[config.mk]
export PLATFORM = sky130hd
export DESIGN_NAME = i2cm_cmd_front
export DESIGN_NICKNAME = d
export VERILOG_FILES = /design/src/rtl/i2cm_front_pkg.sv /design/src/rtl/i2cm_front_fifo.sv /design/src/rtl/i2cm_front_levels.sv /design/src/rtl/i2cm_cmd_front.sv
export SDC_FILE = /design/constraint.sdc
export NUM_CORES = 1
export LEC_CHECK = 0
export BUFFER_PORTS_ARGS = -buffer_cell sky130_fd_sc_hd__buf_2
export CAP_MARGIN = 20
export CORE_MARGIN = 2
export CORE_UTILIZATION = 63
export CTS_CLUSTER_SIZE = 20
export DETAILED_ROUTE_END_ITERATION = 7
export PLACE_DENSITY = 0.85
export REMOVE_ABC_BUFFERS = 1
export SKIP_LAST_GASP = 1
export SYNTH_ARGS = -nofsm -noshare
export SYNTH_HDL_FRONTEND = slang
export SYNTH_HIERARCHICAL = 1
export SYNTH_SLANG_ARGS = --single-unit
[constraint.sdc]
create_clock -name clk -period 5.55 [get_ports clk]
set_input_delay 1.11 -clock clk [delete_from_list [all_inputs] [get_ports clk]]
set_output_delay 1.11 -clock clk [all_outputs]
set_load 0.02 [all_outputs]
[src/rtl/i2cm_front_pkg.sv]
package i2cm_front_pkg;

  typedef enum logic [2:0] {
    SEL_DATA  = 3'd0,
    SEL_CTRL  = 3'd1,
    SEL_TXTHR = 3'd2,
    SEL_RXTHR = 3'd3,
    SEL_TXLVL = 3'd4,
    SEL_RXLVL = 3'd5,
    SEL_PARAM = 3'd6,
    SEL_FLAGS = 3'd7
  } reg_sel_e;

  localparam int FLAG_TX_OVER  = 0;
  localparam int FLAG_RX_UNDER = 1;
  localparam int FLAG_RX_OVER  = 2;

  // transmit side wants service while occupancy has not risen above the mark
  function automatic logic needs_refill(input logic [7:0] lvl, input logic [7:0] mark);
    return lvl <= mark;
  endfunction

  // receive side wants service once occupancy passes the mark
  function automatic logic has_backlog(input logic [7:0] lvl, input logic [7:0] mark);
    return lvl > mark;
  endfunction

  function automatic logic [31:0] depth_word(input int tx_depth, input int rx_depth);
    return {8'h00, 8'(tx_depth - 1), 8'(rx_depth - 1), 8'h00};
  endfunction

  function automatic logic [8:0] encode_cmd(input logic [31:0] wdata);
    return wdata[8] ? 9'h100 : {1'b0, wdata[7:0]};
  endfunction

endpackage

[src/rtl/i2cm_front_fifo.sv]
module i2cm_front_fifo #(
  parameter int WIDTH = 8,
  parameter int DEPTH = 8
) (
  input  logic             clk,
  input  logic             rst_n,
  input  logic             flush,
  input  logic             push,
  input  logic [WIDTH-1:0] din,
  input  logic             pop,
  output logic [WIDTH-1:0] dout,
  output logic [7:0]       level,
  output logic             full,
  output logic             empty,
  output logic             push_drop
);
  localparam int AW = (DEPTH > 1) ? $clog2(DEPTH) : 1;
  localparam int LW = $clog2(DEPTH + 1);

  logic [WIDTH-1:0] mem [DEPTH];
  logic [AW-1:0]    wr_ptr, rd_ptr;
  logic [LW-1:0]    count;
  logic             push_ok, pop_ok;

  function automatic logic [AW-1:0] bump(input logic [AW-1:0] p);
    return (p == AW'(DEPTH - 1)) ? '0 : p + 1'b1;
  endfunction

  assign full      = (count == LW'(DEPTH));
  assign empty     = (count == '0);
  assign push_ok   = push && !full && !flush;
  assign pop_ok    = pop && !empty && !flush;
  assign push_drop = push && full && !flush;
  assign dout      = mem[rd_ptr];
  assign level     = 8'(count);

  always_ff @(posedge clk) begin
    if (push_ok) mem[wr_ptr] <= din;
  end

  always_ff @(posedge clk or negedge rst_n) begin
    if (!rst_n) begin
      wr_ptr <= '0;
      rd_ptr <= '0;
      count  <= '0;
    end else if (flush) begin
      wr_ptr <= '0;
      rd_ptr <= '0;
      count  <= '0;
    end else begin
      if (push_ok) wr_ptr <= bump(wr_ptr);
      if (pop_ok)  rd_ptr <= bump(rd_ptr);
      case ({push_ok, pop_ok})
        2'b10:   count <= count + 1'b1;
        2'b01:   count <= count - 1'b1;
        default: count <= count;
      endcase
    end
  end

  p_level_bound_r4: assert property (@(posedge clk) disable iff (!rst_n)
    level <= 8'(DEPTH));
  p_flush_empties_r8: assert property (@(posedge clk) disable iff (!rst_n)
    flush |=> (level == 8'd0));
  p_full_push_drop_r9_r11: assert property (@(posedge clk) disable iff (!rst_n)
    (push_drop && !pop) |=> $stable(level));
endmodule

[src/rtl/i2cm_front_levels.sv]
module i2cm_front_levels
  import i2cm_front_pkg::*;
(
  input  logic       clk,
  input  logic       rst_n,
  input  logic [7:0] tx_level,
  input  logic [7:0] rx_level,
  input  logic [7:0] tx_mark,
  input  logic [7:0] rx_mark,
  output logic       tx_req,
  output logic       rx_req
);
  assign tx_req = needs_refill(tx_level, tx_mark);
  assign rx_req = has_backlog(rx_level, rx_mark);

  p_rx_one_byte_r6: assert property (@(posedge clk) disable iff (!rst_n)
    (rx_mark == 8'd0 && rx_level != 8'd0) |-> rx_req);
  p_tx_idle_req_r7: assert property (@(posedge clk) disable iff (!rst_n)
    (tx_level == 8'd0) |-> tx_req);
endmodule

[src/rtl/i2cm_cmd_front.sv]
module i2cm_cmd_front
  import i2cm_front_pkg::*;
#(
  parameter int TX_DEPTH = 8,
  parameter int RX_DEPTH = 8
) (
  input  logic        clk,
  input  logic        rst_n,
  input  logic        reg_wr,
  input  logic        reg_rd,
  input  logic [2:0]  reg_sel,
  input  logic [31:0] reg_wdata,
  output logic [31:0] reg_rdata,
  output logic        eng_cmd_valid,
  output logic [8:0]  eng_cmd_data,
  input  logic        eng_cmd_take,
  input  logic        eng_rx_valid,
  input  logic [7:0]  eng_rx_byte,
  input  logic        abort,
  output logic        irq_tx_empty,
  output logic        irq_rx_full
);
  reg_sel_e   sel;
  logic       wr_data, rd_data, rd_flags;
  logic       ctl_en;
  logic [7:0] tx_mark, rx_mark;
  logic [2:0] err_flags;

  logic [7:0] tx_lvl, rx_lvl, rx_head;
  logic       tx_full, tx_empty, rx_full, rx_empty;
  logic       ev_tx_over, ev_rx_over, ev_rx_under;

  assign sel      = reg_sel_e'(reg_sel);
  assign wr_data  = reg_wr && (sel == SEL_DATA);
  assign rd_data  = reg_rd && (sel == SEL_DATA);
  assign rd_flags = reg_rd && (sel == SEL_FLAGS);

  i2cm_front_fifo #(.WIDTH(9), .DEPTH(TX_DEPTH)) u_txq (
    .clk, .rst_n, .flush(abort),
    .push(wr_data), .din(encode_cmd(reg_wdata)),
    .pop(eng_cmd_take), .dout(eng_cmd_data),
    .level(tx_lvl), .full(tx_full), .empty(tx_empty),
    .push_drop(ev_tx_over)
  );

  i2cm_front_fifo #(.WIDTH(8), .DEPTH(RX_DEPTH)) u_rxq (
    .clk, .rst_n, .flush(abort),
    .push(eng_rx_valid), .din(eng_rx_byte),
    .pop(rd_data), .dout(rx_head),
    .level(rx_lvl), .full(rx_full), .empty(rx_empty),
    .push_drop(ev_rx_over)
  );

  i2cm_front_levels u_lvl (
    .clk, .rst_n,
    .tx_level(tx_lvl), .rx_level(rx_lvl),
    .tx_mark, .rx_mark,
    .tx_req(irq_tx_empty), .rx_req(irq_rx_full)
  );

  assign eng_cmd_valid = !tx_empty;
  assign ev_rx_under   = rd_data && rx_empty && !abort;

  always_ff @(posedge clk or negedge rst_n) begin
    if (!rst_n) begin
      ctl_en  <= 1'b0;
      tx_mark <= 8'd0;
      rx_mark <= 8'd0;
    end else if (reg_wr) begin
      if (sel == SEL_CTRL)             ctl_en  <= reg_wdata[0];
      if (sel == SEL_TXTHR && !ctl_en) tx_mark <= reg_wdata[7:0];
      if (sel == SEL_RXTHR && !ctl_en) rx_mark <= reg_wdata[7:0];
    end
  end

  always_ff @(posedge clk or negedge rst_n) begin
    if (!rst_n) err_flags <= '0;
    else begin
      err_flags <= (rd_flags ? 3'b000 : err_flags)
                 | {ev_rx_over, ev_rx_under, ev_tx_over};
    end
  end

  always_comb begin
    unique case (sel)
      SEL_DATA:  reg_rdata = {24'h0, rx_empty ? 8'h00 : rx_head};
      SEL_CTRL:  reg_rdata = {31'h0, ctl_en};
      SEL_TXTHR: reg_rdata = {24'h0, tx_mark};
      SEL_RXTHR: reg_rdata = {24'h0, rx_mark};
      SEL_TXLVL: reg_rdata = {24'h0, tx_lvl};
      SEL_RXLVL: reg_rdata = {24'h0, rx_lvl};
      SEL_PARAM: reg_rdata = depth_word(TX_DEPTH, RX_DEPTH);
      SEL_FLAGS: reg_rdata = {29'h0, err_flags};
      default:   reg_rdata = 32'h0;
    endcase
  end

  p_thr_lock_r12: assert property (@(posedge clk) disable iff (!rst_n)
    (ctl_en && reg_wr && (sel == SEL_TXTHR || sel == SEL_RXTHR))
      |=> ($stable(tx_mark) && $stable(rx_mark)));
  p_under_zero_r10: assert property (@(posedge clk) disable iff (!rst_n)
    (rd_data && rx_empty) |-> (reg_rdata == 32'h0));
  p_tx_over_flag_r9: assert property (@(posedge clk) disable iff (!rst_n)
    ev_tx_over |=> err_flags[FLAG_TX_OVER]);
  p_rx_over_flag_r11: assert property (@(posedge clk) disable iff (!rst_n)
    ev_rx_over |=> err_flags[FLAG_RX_OVER]);
  p_read_cmd_shape_r2: assert property (@(posedge clk) disable iff (!rst_n)
    (eng_cmd_valid && eng_cmd_data[8]) |-> (eng_cmd_data[7:0] == 8'h00));
endmodule

* Word-level counts from Yosys, hierarchy flattened
Memories as Yosys holds them, arrays and structs flattened.
Cells that the tools add are included.
** Storage, ports and cells
- Bits in registers :: 40
- Bits in latches :: 0
- RAM bits :: 136
- ROM bits :: 0
- Output and inout bits :: 44
- Memories :: 2
** Operators by class
- Add/subtract/negate cells :: 8
- $mul :: 0
- Divide/modulo/power cells :: 0
- Order comparisons :: 2
- Equality and inequality tests :: 17
- Shifts and indexed selects :: 0
- Multiplexer cells :: 24
- Bitwise operators :: 1
- Reductions and logical operators :: 37
** Memory list
- u_txq.mem :: depth 8, width 9, rd ports 1, clocked after Yosys merged registers in 0, wr ports 1, line i2cm_front_fifo.sv:20 : logic [WIDTH-1:0] mem [DEPTH];
- u_rxq.mem :: depth 8, width 8, rd ports 1, clocked after Yosys merged registers in 0, wr ports 1, line i2cm_front_fifo.sv:20
** Operators by type and width (number)
- 32-bit case mux with 8 select lines :: 1
- 3-bit two-way mux :: 13
- 3-bit equality test (second input constant) :: 8
- 1-bit logical AND :: 19
- 4-bit case mux with 2 select lines :: 2
- 3-bit by 1-bit adder with 3-bit output (second input constant) :: 4
- 9-bit two-way mux :: 1
- 4-bit by 1-bit adder with 4-bit output (second input constant) :: 2
- 4-bit equality test (second input constant) :: 2
- 4-bit by 8-bit > comparator with 1-bit output :: 1
- 4-bit by 8-bit <= comparator with 1-bit output :: 1
- 4-bit zero test :: 2
- 4-bit two-way mux :: 2
- 8-bit two-way mux :: 1
- 2-bit nonzero test :: 4
- 4-bit by 1-bit subtractor with 4-bit output (second input constant) :: 2
- 3-bit by 2-bit equality test with 1-bit output (second input constant) :: 2
- 1-bit zero test :: 6
- 2-bit AND reduction :: 3
- 3-bit nonzero test :: 2
- 2-bit by 1-bit equality test with 1-bit output (second input constant) :: 2
- 2-bit equality test (second input constant) :: 2
- 1-bit two-way mux :: 4
- 3-bit by 1-bit equality test with 1-bit output (second input constant) :: 1
- 2 further kinds :: 2

* Longest topological paths before layout
- Word-level depth :: 7
- Depth in mapped cells :: 11
- Gate-level depth less buffers :: 9

* Modules after synthesis
Netlist, hierarchy kept.
** Modules (own cells, without submodules)
- i2cm_front_fifo (u_txq) :: instances 1, cells each 183, area an instance 3435.8 um^2
- i2cm_front_fifo (u_rxq) :: instances 1, cells each 180, area an instance 3196.8 um^2
- i2cm_cmd_front :: instances 1, cells each 137, area an instance 1465.2 um^2
- i2cm_front_levels :: instances 1, cells each 54, area an instance 391.6 um^2

* Worst setup path before layout
OpenSTA, ideal clock, no wires.
- Kind :: input -> register
- Start :: input port reg_sel[1]
- End :: register u_rxq.count[3]
- Setup time :: 132 ps
- Arrival time :: 3874 ps
- Data required time :: 5418 ps
- Slack :: 1545 ps
- Stages on the path :: 11
- Cell sequence :: buf_2 > buf_1 > nor4b_1 > o41ai_4 > a21oi_2 > nor2b_1 > ha_1 > a21o_1 > a21oi_1 > nor3b_1 > or3b_1
** On the way
- Word-level cells in the longest chain between the ends :: 7
- Elaborated cells on any way between the ends :: 9
- Those cells by class :: eq/ne (2); mux (2); reduce/logical (5)
** Ends and longest elaborated chain
- from (decl) :: line i2cm_cmd_front.sv:11 : input logic [2:0] reg_sel,
- 3-bit zero test (*) :: line i2cm_cmd_front.sv:35 : assign rd_data = reg_rd && (sel == SEL_DATA);
- 1-bit logical AND (*) :: line i2cm_cmd_front.sv:35
- named net rd_data :: line i2cm_cmd_front.sv:24 : logic wr_data, rd_data, rd_flags;
- 1-bit logical AND (*) (2 in a row) :: line i2cm_front_fifo.sv:32 : assign pop_ok = pop && !empty && !flush;
- 2-bit by 1-bit equality test with 1-bit output / 2-bit equality test (equally long branches) :: line i2cm_front_fifo.sv:53 : case ({push_ok, pop_ok})
- 4-bit case mux with 2 select lines :: line i2cm_front_fifo.sv:53
- 4-bit two-way mux :: line i2cm_front_fifo.sv:46 : end else if (flush) begin
- to (signal assigned) :: line i2cm_front_fifo.sv:54 : 2'b10: count <= count + 1'b1;
- to (signal assigned) :: line i2cm_front_fifo.sv:55 : 2'b01: count <= count - 1'b1;
- to (signal assigned) :: line i2cm_front_fifo.sv:56 : default: count <= count;
- to (decl) :: line i2cm_front_fifo.sv:22 : logic [LW-1:0] count;
Mark *: on every way through the listed nets, which the timed path passes. The rest lies on a longest branch.
A chain may end at the register's enable or synchronous reset.

* Worst setup path after layout
- Start :: register u_rxq.rd_ptr[1]
- End :: output port reg_rdata[4]
** On the way
- Word-level cells in the longest chain between the ends :: 3
** Ends and longest elaborated chain
- from (decl) :: line i2cm_front_fifo.sv:21 : logic [AW-1:0] wr_ptr, rd_ptr;
- from (signal assigned) :: line i2cm_front_fifo.sv:52 : if (pop_ok) rd_ptr <= bump(rd_ptr);
- memory 8 x 8 bit
- named net rx_head[4] :: line i2cm_cmd_front.sv:29 : logic [7:0] tx_lvl, rx_lvl, rx_head;
- 8-bit two-way mux :: line i2cm_cmd_front.sv:86 : SEL_DATA: reg_rdata = {24'h0, rx_empty ? 8'h00 : rx_head};
- 32-bit case mux with 8 select lines :: line i2cm_cmd_front.sv:85 : unique case (sel)
- to (decl) :: line i2cm_cmd_front.sv:13 : output logic [31:0] reg_rdata,
The timed path passes the listed nets, and every way through them passes these cells. The select of a mux whose other input is x is not followed.

==> impl_metrics.env <==
export IMPL_drc=0
export IMPL_die_h_um=120
export IMPL_initial_core_util_pct=64.4
export IMPL_hold_class="reg -> reg"
export IMPL_p_total_mw=3.37
export IMPL_critPathCaptureType="primary output"
export IMPL_vias_per_cell=6.25
export IMPL_maxSlewHeadroom_pct=29.7
export IMPL_max_freq_mhz=253
export IMPL_powerDensity_mw_per_mm2=360
export IMPL_slowest_stage="dfrtp_1"
export IMPL_drt_pre_antenna_iters=5
export IMPL_grt_use_total_pct=24.5
export IMPL_grt_max_degree=41
export IMPL_start_kind="flop"
export IMPL_crit_type="reg -> out"
export IMPL_worstPathRequired_ns=4.44
export IMPL_coreArea_mm2=0.0132
export IMPL_antenna_found_initial=0
export IMPL_io_buffers=52
export IMPL_place_area_mm2=0.00874
export IMPL_finalSetupViolCount=0
export IMPL_cts_max_path_buffers=2
export IMPL_hpwl_um=10800
export IMPL_path_cells="mux4_2, mux2_2, or3b_2, a21o_1, a22oi_1, buf_2"
export IMPL_slew_viol_final=0
export IMPL_die_width_um=120
export IMPL_run_status="finished, final reports clean"
export IMPL_drive_above_1_share_pct=28.6
export IMPL_synth_distinct_cells=67
export IMPL_synthAdderAreaFrac_pct=4.60
export IMPL_async_flop_share_pct=22.7
export IMPL_synth_mux_area_fraction_pct=15.7
export IMPL_skew_ns=0.00693
export IMPL_finalWirelength_um=16900
export IMPL_synth_area_top_cells="edfxtp_1 48%, dfrtp_1 12%, mux4_2 9.0%"
export IMPL_ys_ff_latch=176
export IMPL_clk_pin_slew_ns=0.07
export IMPL_critPathMaxFanout=18
export IMPL_ioPinCount=94
export IMPL_synth_top_family_by_area="multiplexers"
export IMPL_slowest_delay_ns=0.88
export IMPL_ys_warn_count=6
export IMPL_antenna_cells=0
export IMPL_ant_nets=0
export IMPL_synth_top_cell_by_area="edfxtp_1"
export IMPL_synth_cells=554
export IMPL_ys_seq_area_share_pct=59.9
export IMPL_root_buffer="clkbuf_16"
export IMPL_rows=42
export IMPL_timing_final_ws_setup_ns=1.60
export IMPL_die_area_mm2=0.0144
export IMPL_syn_avg_cell_area_um2=15.3
export IMPL_hold_buffers=0
export IMPL_crit_arrival_ns=2.84
export IMPL_final_area_mm2=0.00936
export IMPL_worst_pin_slew_ns=1.05
export IMPL_min_period_ns=3.95
export IMPL_clk_latency_ns=0.42
export IMPL_irDropWorstVdd_mv=0.258
export IMPL_cts_made_buffers=17
export IMPL_synth_xor_area_share_pct=0.722
export IMPL_synth_compound_area_share_pct=6.35
export IMPL_leakagePower_nw=3.62
export IMPL_fin_crit_sh_pct=71.2
export IMPL_finalHoldViolCount=0
export IMPL_post_cts_setup_buffers=0
export IMPL_synth_simple_area_share_pct=7.50
export IMPL_synth_top_area_share_pct=48.1
export IMPL_rsz0062_at_grt="no"
export IMPL_synth_edff_count=136
export IMPL_wl_per_cell_um=21.4
export IMPL_globalplace_congestion=0.809
export IMPL_grt_pass1_vias=4855
export IMPL_overflow=0
export IMPL_clkSinkCount=176
export IMPL_nNetsFinal=679
export IMPL_max_cap_violations=0
export IMPL_syn_area_mm2=0.00849
export IMPL_cts_tree="done"
export IMPL_htree_levels=4
export IMPL_num_vias=4924
export IMPL_cts_resized=0
export IMPL_grt_pass1_wl_um=26300
export IMPL_drtIter0Drc=435
export IMPL_areaGrowthSynthToFinish_pct=10.3
export IMPL_dp_slack_ns=1.24
export IMPL_ys_flop_type="edfxtp_1"
export IMPL_finalSetupTns_ns=0
state kept, by name, indices dropped and copies added (netlist names):
signal,cells
ctl_en,1
tx_mark,8
u_rxq/rd_ptr,3
u_txq/count,4
err_flags,3
u_rxq/wr_ptr,3
u_txq/wr_ptr,3
rx_mark,8
u_rxq/mem,64
u_rxq/count,4
u_txq/mem,72
u_txq/rd_ptr,3
power breakdown:
group,switching (mW),internal (mW),leakage [nW]
combinational,0.325,0.298,1.59
clock,0.523,0.629,0.281
sequential,0.115,1.48,1.75
cells in the final DEF, fill, tap and decap left out, drive strengths merged, types with 16 or more instances in the layout:
cell,count
conb,26
inv,27
edfxtp,136
clkbuf,20
a21oi,16
buf,57
nand2,17
dfrtp,40
mux4,34
mux2,36
ha,28
nor2,29
cells in the mapped netlist, types with 8 or more instances:
master	instances
a21oi_1	14
buf_2	8
buf_4	31
clkbuf_1	8
dfrtp_1	40
edfxtp_1	136
ha_1	28
inv_1	19
mux2_2	28
mux2_4	8
mux2i_1	13
mux4_2	34
nand2_1	17
nor2_1	29
nor2b_1	14
cells by family after synthesis:
kind of cell	Yosys count
AND/OR/NAND/NOR	112
AO/OA/AOI/OAI	67
multiplexers	83
buffers and inverters	76
XOR/XNOR	7
flip-flops	176
other	3
adder cells (fa/ha/maj)	30
worst paths after layout:
| kind | cells past startpoint | startpoint | to | slack (ns) |
|---|---|---|---|---|
| setup / recovery | 6 | u_rxq/rd_ptr[1] | reg_rdata[4] | 1.60 |
| hold / removal | 1 | err_flags[2] | err_flags[2] | 0.48 |
| setup reg to reg | 8 | u_rxq/count[1] | u_rxq/count[3] | 2.34 |
| hold reg to reg | 1 | err_flags[2] | err_flags[2] | 0.48 |
| max in group asynchronous | 1 | rst_n | rx_mark[3] | 4.18 |
| min in group asynchronous | 1 | rst_n | u_rxq/count[0] | 0.81 |
critical path, delay by kind of cell, from the launching register on:
family / cells / cell delay, ns
DFF: 1 / 0.88
AOI/OAI and AO/OA: 2 / 0.36
buffers and inverters: 1 / 0.21
and+or+nand+nor: 1 / 0.44
muxes: 2 / 0.52
layout make-up:
class	instances	area (um2)
clock buffers	19	464
clock inverters	13	123
fillers	830	3830
inverters	21	78.8
multi-input cells	325	3070
flip-flops and latches	176	5080
well taps	176	220
repair buffers	58	323
through the flow:
stage / hold WS (ns) / utilization, % / cells
global placement: 0.459 / 66.3 / 754
global route: 0.499 / 71.0 / 788
floorplan: 0.442 / - / 522
finish: 0.476 / 71.0 / 788
CTS: 0.479 / 70.7 / 786
detailed placement: 0.462 / 66.3 / 754
per-layer routing:
| layer | up-vias | routed length, um | track usage [%] |
|---|---|---|---|
| met1 | 2501 | 6680 | 32.3 |
| li1 | 2172 | - | - |
| met2 | 214 | 8720 | 40.8 |
| met5 | - | 0 | 0 |
| met3 | 37 | 993 | 5.18 |
| met4 | 0 | 476 | 8.16 |
Power figures use the tool's default switching activity.
